===== src/rtl/dcn_pkg.sv =====
// Package: shared default sizes for the sub-frame Doppler DC notch.
// Assumes: sub-frame length is a power of two.
package dcn_pkg;
    localparam int DCN_DATA_W    = 16;  // I/Q sample width
    localparam int DCN_BIN_W     = 6;   // Doppler bin index width
    localparam int DCN_SF_BINS   = 16;  // bins per sub-frame
    localparam int DCN_WIDTH_W   = 4;   // notch width field
    localparam int DCN_WIDTH_RST = 2;   // width in force after reset
endpackage


===== src/rtl/dcn_width_hold.sv =====
// Module: holds the notch width for the current frame.
// Captures width_in when load is high; the captured value also applies
// combinationally to the loading sample itself.
// Assumes: load is asserted only on the first valid sample of a frame.
module dcn_width_hold #(
    parameter int WIDTH_W   = dcn_pkg::DCN_WIDTH_W,
    parameter int WIDTH_RST = dcn_pkg::DCN_WIDTH_RST
) (
    input  logic               clk,
    input  logic               rst_n,
    input  logic               load,
    input  logic [WIDTH_W-1:0] width_in,
    output logic [WIDTH_W-1:0] width_eff
);
    localparam logic [WIDTH_W-1:0] RST_VAL = WIDTH_W'(WIDTH_RST);

    logic [WIDTH_W-1:0] held_q;

    // Register the width at frame start, default after reset.
    always_ff @(posedge clk) begin
        if (!rst_n)    held_q <= RST_VAL;
        else if (load) held_q <= width_in;
    end

    // Select the newly loaded width for the loading sample itself.
    always_comb width_eff = load ? width_in : held_q;


    width_hold_chk: assert property (@(posedge clk) disable iff (!rst_n)
        ($past(rst_n) && !$past(load)) |-> $stable(held_q));


    width_rst_chk: assert property (@(posedge clk) disable iff (!rst_n)
        (!$past(rst_n) && !load) |-> (width_eff == RST_VAL));
endmodule


===== src/rtl/dcn_mask.sv =====
// Module: decides whether a sub-frame position falls inside the notch.
// Zero for width 0; otherwise pos < width or pos > SF_BINS - width.
// Assumes: pos already reduced to the position within one sub-frame.
module dcn_mask #(
    parameter int SF_BINS = dcn_pkg::DCN_SF_BINS,
    parameter int WIDTH_W = dcn_pkg::DCN_WIDTH_W
) (
    input  logic                       clk,
    input  logic                       rst_n,
    input  logic [$clog2(SF_BINS)-1:0] pos,
    input  logic [WIDTH_W-1:0]         width,
    output logic                       notch
);
    localparam int POS_W = $clog2(SF_BINS);
    localparam int CMP_W = ((POS_W > WIDTH_W) ? POS_W : WIDTH_W) + 2;

    logic [CMP_W-1:0] pos_x;
    logic [CMP_W-1:0] width_x;
    logic [CMP_W-1:0] upper;

    // Widen operands and derive the upper edge of the notch.
    always_comb begin
        pos_x   = CMP_W'(pos);
        width_x = CMP_W'(width);
        upper   = CMP_W'(SF_BINS) - width_x;
        notch   = (width_x != '0) && ((pos_x < width_x) || (pos_x > upper));
    end


    width_off_chk: assert property (@(posedge clk) disable iff (!rst_n)
        (width == '0) |-> !notch);


    low_edge_chk: assert property (@(posedge clk) disable iff (!rst_n)
        ((width != '0) && (pos == '0)) |-> notch);
endmodule


===== src/rtl/dcn_out_reg.sv =====
// Module: one-cycle output register; zeroes every data lane when kill is set.
// Lanes are generated so I and Q share one structure.
// Assumes: kill is valid in the same cycle as the input sample.
module dcn_out_reg #(
    parameter int DATA_W = dcn_pkg::DCN_DATA_W,
    parameter int BIN_W  = dcn_pkg::DCN_BIN_W,
    parameter int LANES  = 2
) (
    input  logic                         clk,
    input  logic                         rst_n,
    input  logic                         in_valid,
    input  logic [BIN_W-1:0]             in_bin,
    input  logic [LANES-1:0][DATA_W-1:0] in_data,
    input  logic                         kill,
    output logic                         out_valid,
    output logic [BIN_W-1:0]             out_bin,
    output logic [LANES-1:0][DATA_W-1:0] out_data
);
    // Register valid and bin index alongside the data.
    always_ff @(posedge clk) begin
        if (!rst_n) begin
            out_valid <= 1'b0;
            out_bin   <= '0;
        end else begin
            out_valid <= in_valid;
            out_bin   <= in_bin;
        end
    end

    for (genvar g = 0; g < LANES; g++) begin : g_lane
        // Register one data lane, forced to zero inside the notch.
        always_ff @(posedge clk) begin
            if (!rst_n)    out_data[g] <= '0;
            else if (kill) out_data[g] <= '0;
            else           out_data[g] <= in_data[g];
        end
    end


    valid_lat_chk: assert property (@(posedge clk) disable iff (!rst_n)
        $past(rst_n) |-> (out_valid == $past(in_valid)));


    bin_lat_chk: assert property (@(posedge clk) disable iff (!rst_n)
        $past(rst_n) |-> (out_bin == $past(in_bin)));
endmodule


===== src/rtl/doppler_dc_notch.sv =====
// Module: streaming DC notch on range-Doppler samples, repeated per sub-frame.
// Takes the sub-frame position from the low bits of the bin index, holds
// the width for a whole frame and registers the result with one cycle
// of latency.
// Assumes: in_sof marks the first valid sample of every frame.
module doppler_dc_notch #(
    parameter int DATA_W    = dcn_pkg::DCN_DATA_W,
    parameter int BIN_W     = dcn_pkg::DCN_BIN_W,
    parameter int SF_BINS   = dcn_pkg::DCN_SF_BINS,
    parameter int WIDTH_W   = dcn_pkg::DCN_WIDTH_W,
    parameter int WIDTH_RST = dcn_pkg::DCN_WIDTH_RST
) (
    input  logic               clk,
    input  logic               rst_n,
    input  logic [WIDTH_W-1:0] notch_width,
    input  logic               in_valid,
    input  logic               in_sof,
    input  logic [BIN_W-1:0]   in_bin,
    input  logic [DATA_W-1:0]  in_i,
    input  logic [DATA_W-1:0]  in_q,
    output logic               out_valid,
    output logic [BIN_W-1:0]   out_bin,
    output logic [DATA_W-1:0]  out_i,
    output logic [DATA_W-1:0]  out_q
);
    localparam int POS_W = $clog2(SF_BINS);

    logic                    load;
    logic [WIDTH_W-1:0]      width_eff;
    logic                    notch;
    logic [1:0][DATA_W-1:0]  lane_in;
    logic [1:0][DATA_W-1:0]  lane_out;

    // Frame start qualifies the width capture.
    always_comb load = in_valid && in_sof;

    // Pack I and Q into lanes and unpack the registered result.
    always_comb begin
        lane_in[0] = in_i;
        lane_in[1] = in_q;
        out_i      = lane_out[0];
        out_q      = lane_out[1];
    end

    dcn_width_hold #(
        .WIDTH_W   (WIDTH_W),
        .WIDTH_RST (WIDTH_RST)
    ) u_width (
        .clk       (clk),
        .rst_n     (rst_n),
        .load      (load),
        .width_in  (notch_width),
        .width_eff (width_eff)
    );

    // position is the low bits of the bin index
    dcn_mask #(
        .SF_BINS (SF_BINS),
        .WIDTH_W (WIDTH_W)
    ) u_mask (
        .clk   (clk),
        .rst_n (rst_n),
        .pos   (in_bin[POS_W-1:0]),
        .width (width_eff),
        .notch (notch)
    );

    dcn_out_reg #(
        .DATA_W (DATA_W),
        .BIN_W  (BIN_W),
        .LANES  (2)
    ) u_out (
        .clk       (clk),
        .rst_n     (rst_n),
        .in_valid  (in_valid),
        .in_bin    (in_bin),
        .in_data   (lane_in),
        .kill      (notch),
        .out_valid (out_valid),
        .out_bin   (out_bin),
        .out_data  (lane_out)
    );


    zero_pair_chk: assert property (@(posedge clk) disable iff (!rst_n)
        ($past(rst_n) && $past(notch)) |-> ((out_i == '0) && (out_q == '0)));


    pass_pair_chk: assert property (@(posedge clk) disable iff (!rst_n)
        ($past(rst_n) && !$past(notch)) |->
            ((out_i == $past(in_i)) && (out_q == $past(in_q))));
endmodule


===== config.mk =====
export PLATFORM = sky130hd
export DESIGN_NAME = doppler_dc_notch
export DESIGN_NICKNAME = d
export VERILOG_FILES = /design/src/rtl/dcn_pkg.sv /design/src/rtl/dcn_width_hold.sv /design/src/rtl/dcn_mask.sv /design/src/rtl/dcn_out_reg.sv /design/src/rtl/doppler_dc_notch.sv
export SDC_FILE = /design/constraint.sdc
export NUM_CORES = 1
export LEC_CHECK = 0
export BUFFER_PORTS_ARGS = -buffer_cell sky130_fd_sc_hd__buf_2
export CAP_MARGIN = 20
export CORE_MARGIN = 2
export CORE_UTILIZATION = 25
export CTS_CLUSTER_SIZE = 14
export DETAILED_ROUTE_END_ITERATION = 8
export GPL_TIMING_DRIVEN = 0
export PLACE_DENSITY_LB_ADDON = 0.15
export SLEW_MARGIN = 20
export SYNTH_ARGS = -nofsm -noshare
export SYNTH_HDL_FRONTEND = slang
export SYNTH_HIERARCHICAL = 1
export SYNTH_SLANG_ARGS = --single-unit

===== constraint.sdc =====
create_clock -name clk -period 3 [get_ports clk]
set_input_delay 0.3 -clock clk [delete_from_list [all_inputs] [get_ports clk]]
set_output_delay 0.3 -clock clk [all_outputs]
set_load 0.05 [all_outputs]

==> flow_metrics.tcl <==
set metrics [dict create \
    status "finished, final reports clean" \
    synthTopCellsByArea "dfxtp_1, and3b_1, ha_1" \
    drt-total-wl_mm 3.371 \
    core_sq_um 5921 \
    crit_path_start_kind "input port" \
    grt_pass1_vias 1133 \
    vias 1198 \
    worstSkewPairLatency_ns 0.29 \
    drive_gt1_share_pct 47.73 \
    tightestPinTransition_ns 0.4241 \
    grtUsageTotal_pct 10.35 \
    finalWorstSetupSlack_ns 0.5349 \
    hp-class "input port to register" \
    cts_made_buffers 5 \
    place_ws_ns 0.1700 \
    port_buffers 84 \
    setup_viol 0 \
    fin_util_pct 36.50 \
    final_nets 273 \
    final-hold-violation-count 0 \
    rsz0062_at_grt "no" \
    clock_sinks 43 \
    place_hpwl_mm 2.648 \
    skew_ns 0.008611 \
    syn_avg_cell_area_sq_um 11.98 \
    cp.required_ns 3.18 \
    slew_viol_final 0 \
    max-slew-margin-rel_pct 71.73 \
    cp_max_fo 10 \
    maxCapViolCount 0 \
    fillers 617 \
    period_share_pct 82.17 \
    h-tree-depth 2 \
    ctsResizeCount 0 \
    grt_max_degree 15 \
    clock_path_buffers 2 \
    cts.reportedPaths.clkPinSlew_ns 0.08 \
    holdWs_ns 0.2166 \
    post_drt_wl_per_cell_um 11.43 \
    regArea_sq_um 860.8 \
    seq_area_frac_synth_pct 56.12 \
    synth_nets 182 \
    max-vdd-ir-drop_mv 0.2094 \
    finalSetupTns_ns 0 \
    synth_area_sq_um 1534 \
    synthCells 128 \
    grt_pass1_wl_mm 5.223 \
    dr.pass1.iters 4 \
    syn_to_final_growth_pct 40.86 \
    fmax_mhz 405.7 \
    avgViaCountPerCell 4.061 \
    yosys.area.top_type "dfxtp_1" \
    p_leak_nw 1.232 \
    n_antenna_cell 0 \
    routabilityCongestion 0.6941 \
    multi_input_area_sq_um 595.6 \
    end_kind "register" \
    synth_top_area_share_pct 56.12 \
    die_h_um 82.33 \
    die_w_um 82.33 \
    pin_count 85 \
    post-route-drc-count 0 \
    grt_antenna_before_repair 0 \
    num_rows 28 \
    cts_tree "done" \
    period_minus_slack_ns 2.465 \
    path_class "input port to register" \
    ys_ff_latch 43 \
    dieArea_sq_um 6778 \
    grt-ovfl-total 0 \
    cts_root_buf "clkbuf_8" \
    hold_buffers 0 \
    crit_arrival_ns 2.65 \
    antenna_left 0 \
    ys_types 20 \
    drt-initial-drc-count 32 \
    ys_warn_count 6 \
    cts_setup_buffers 0 \
    power_density_nw_per_um2 682.5 \
    start_util_pct 25.91 \
]
==> cell families (layout without fill, tap and decap cells) <==
family                   count (synthesis)  count (layout)  synth area share, %
AO/OA/AOI/OAI                            8               8                3.589
XOR/XNOR                                 2               2                1.142
adder cells (fa/ha/maj)                  8               8                6.526
buffers and inverters                   15             107                5.057
flip-flops                              43              43                56.12
multiplexers                             4               4                3.181
AND/OR/NAND/NOR                         48              48                24.39
==> per-stage QoR <==
| step | cell area (sq um) | total power [mW] | cells |
|---|---|---|---|
| global placement | 2048 | 1.048 | 287 |
| floorplan | 1534 | 0.9414 | 128 |
| detailed placement | 2048 | 1.048 | 287 |
| CTS | 2161 | 1.505 | 295 |
| global route | 2161 | 1.562 | 295 |
| finish | 2161 | 1.475 | 295 |
==> cells in the mapped netlist (all sizes together) <==
cell type,n
ha,8
mux2,4
o2bb2ai,1
or2,1
dfxtp,43
a21oi,4
and3,1
and2,11
buf,7
inv,8
and3b,32
xnor2,1
nor3,1
nand2,2
a41oi,1
xor2,1
o21ai,2
==> power breakdown <==
group          internal (mW)  switching [mW]  total [mW]
logic                  0.134           0.264       0.398
registers              0.620         0.00970       0.630
clock network          0.248           0.199       0.447
==> worst paths after layout <==
check                                             startpoint                             to  slack [ns]  cells past startpoint
worst max-delay path                                in_valid  u_out/out_data[11]$_SDFF_PP0_        0.53                     11
worst min register to register  u_width/held_q[1]$_SDFF_PN1_   u_width/held_q[1]$_SDFF_PN1_        0.58                      2
worst min-delay path                               in_bin[4]    u_out/out_bin[4]$_SDFF_PN0_        0.22                      2
worst max register to register  u_width/held_q[2]$_SDFF_PN0_  u_out/out_data[11]$_SDFF_PP0_        0.66                      9
==> final cells by class <==
| type | count | share of cell area [%] |
|---|---|---|
| buffer | 7 | 2.200 |
| sequential | 43 | 39.84 |
| inverter | 8 | 1.390 |
| clock buffer | 5 | 3.185 |
| clock inverter | 3 | 2.027 |
| timing repair buffer | 84 | 19.46 |
| multi-input combinational | 70 | 27.56 |
| tap | 75 | 4.343 |
==> sequential cells by signal, summed over array words and instances, names as in the netlist <==
| register | cells |
|---|---|
| u_out/out_bin | 6 |
| u_out/out_data | 32 |
| u_out/out_valid | 1 |
| u_width/held_q | 4 |
==> cell usage in the layout, fill, tap and decap left out, drive strengths merged <==
master and instances:
a41oi 1, clkinv 2, inv 8, ha 8, o2bb2ai 1, and3 1
and2 11, dfxtp 43, nor3 1, nand2 2, clkbuf 5, buf 91
a21oi 4, or2 1, o21ai 2, mux2 4, xor2 1, and3b 32
bufinv 1, xnor2 1
==> layer usage <==
layer / GRT usage [%] / vias up / wire length, um
met1: 11.42 / 534 / 1489
li1: - / 609 / -
met2: 17.98 / 49 / 1536
met5: 0 / - / 0
met4: 4.500 / 0 / 55
met3: 3.478 / 6 / 289
==> critical path, stage by stage <==
cell and delay [ns]:
buf_2 0.09, and2_1 0.23, mux2_2 0.41, nor3_1 0.24, xnor2_1 0.10, ha_1 0.33, nand2_1 0.06, o21ai_0 0.18
o2bb2ai_1 0.26, buf_2 0.26, and3b_1 0.19
(Power assumes the default switching activity.)
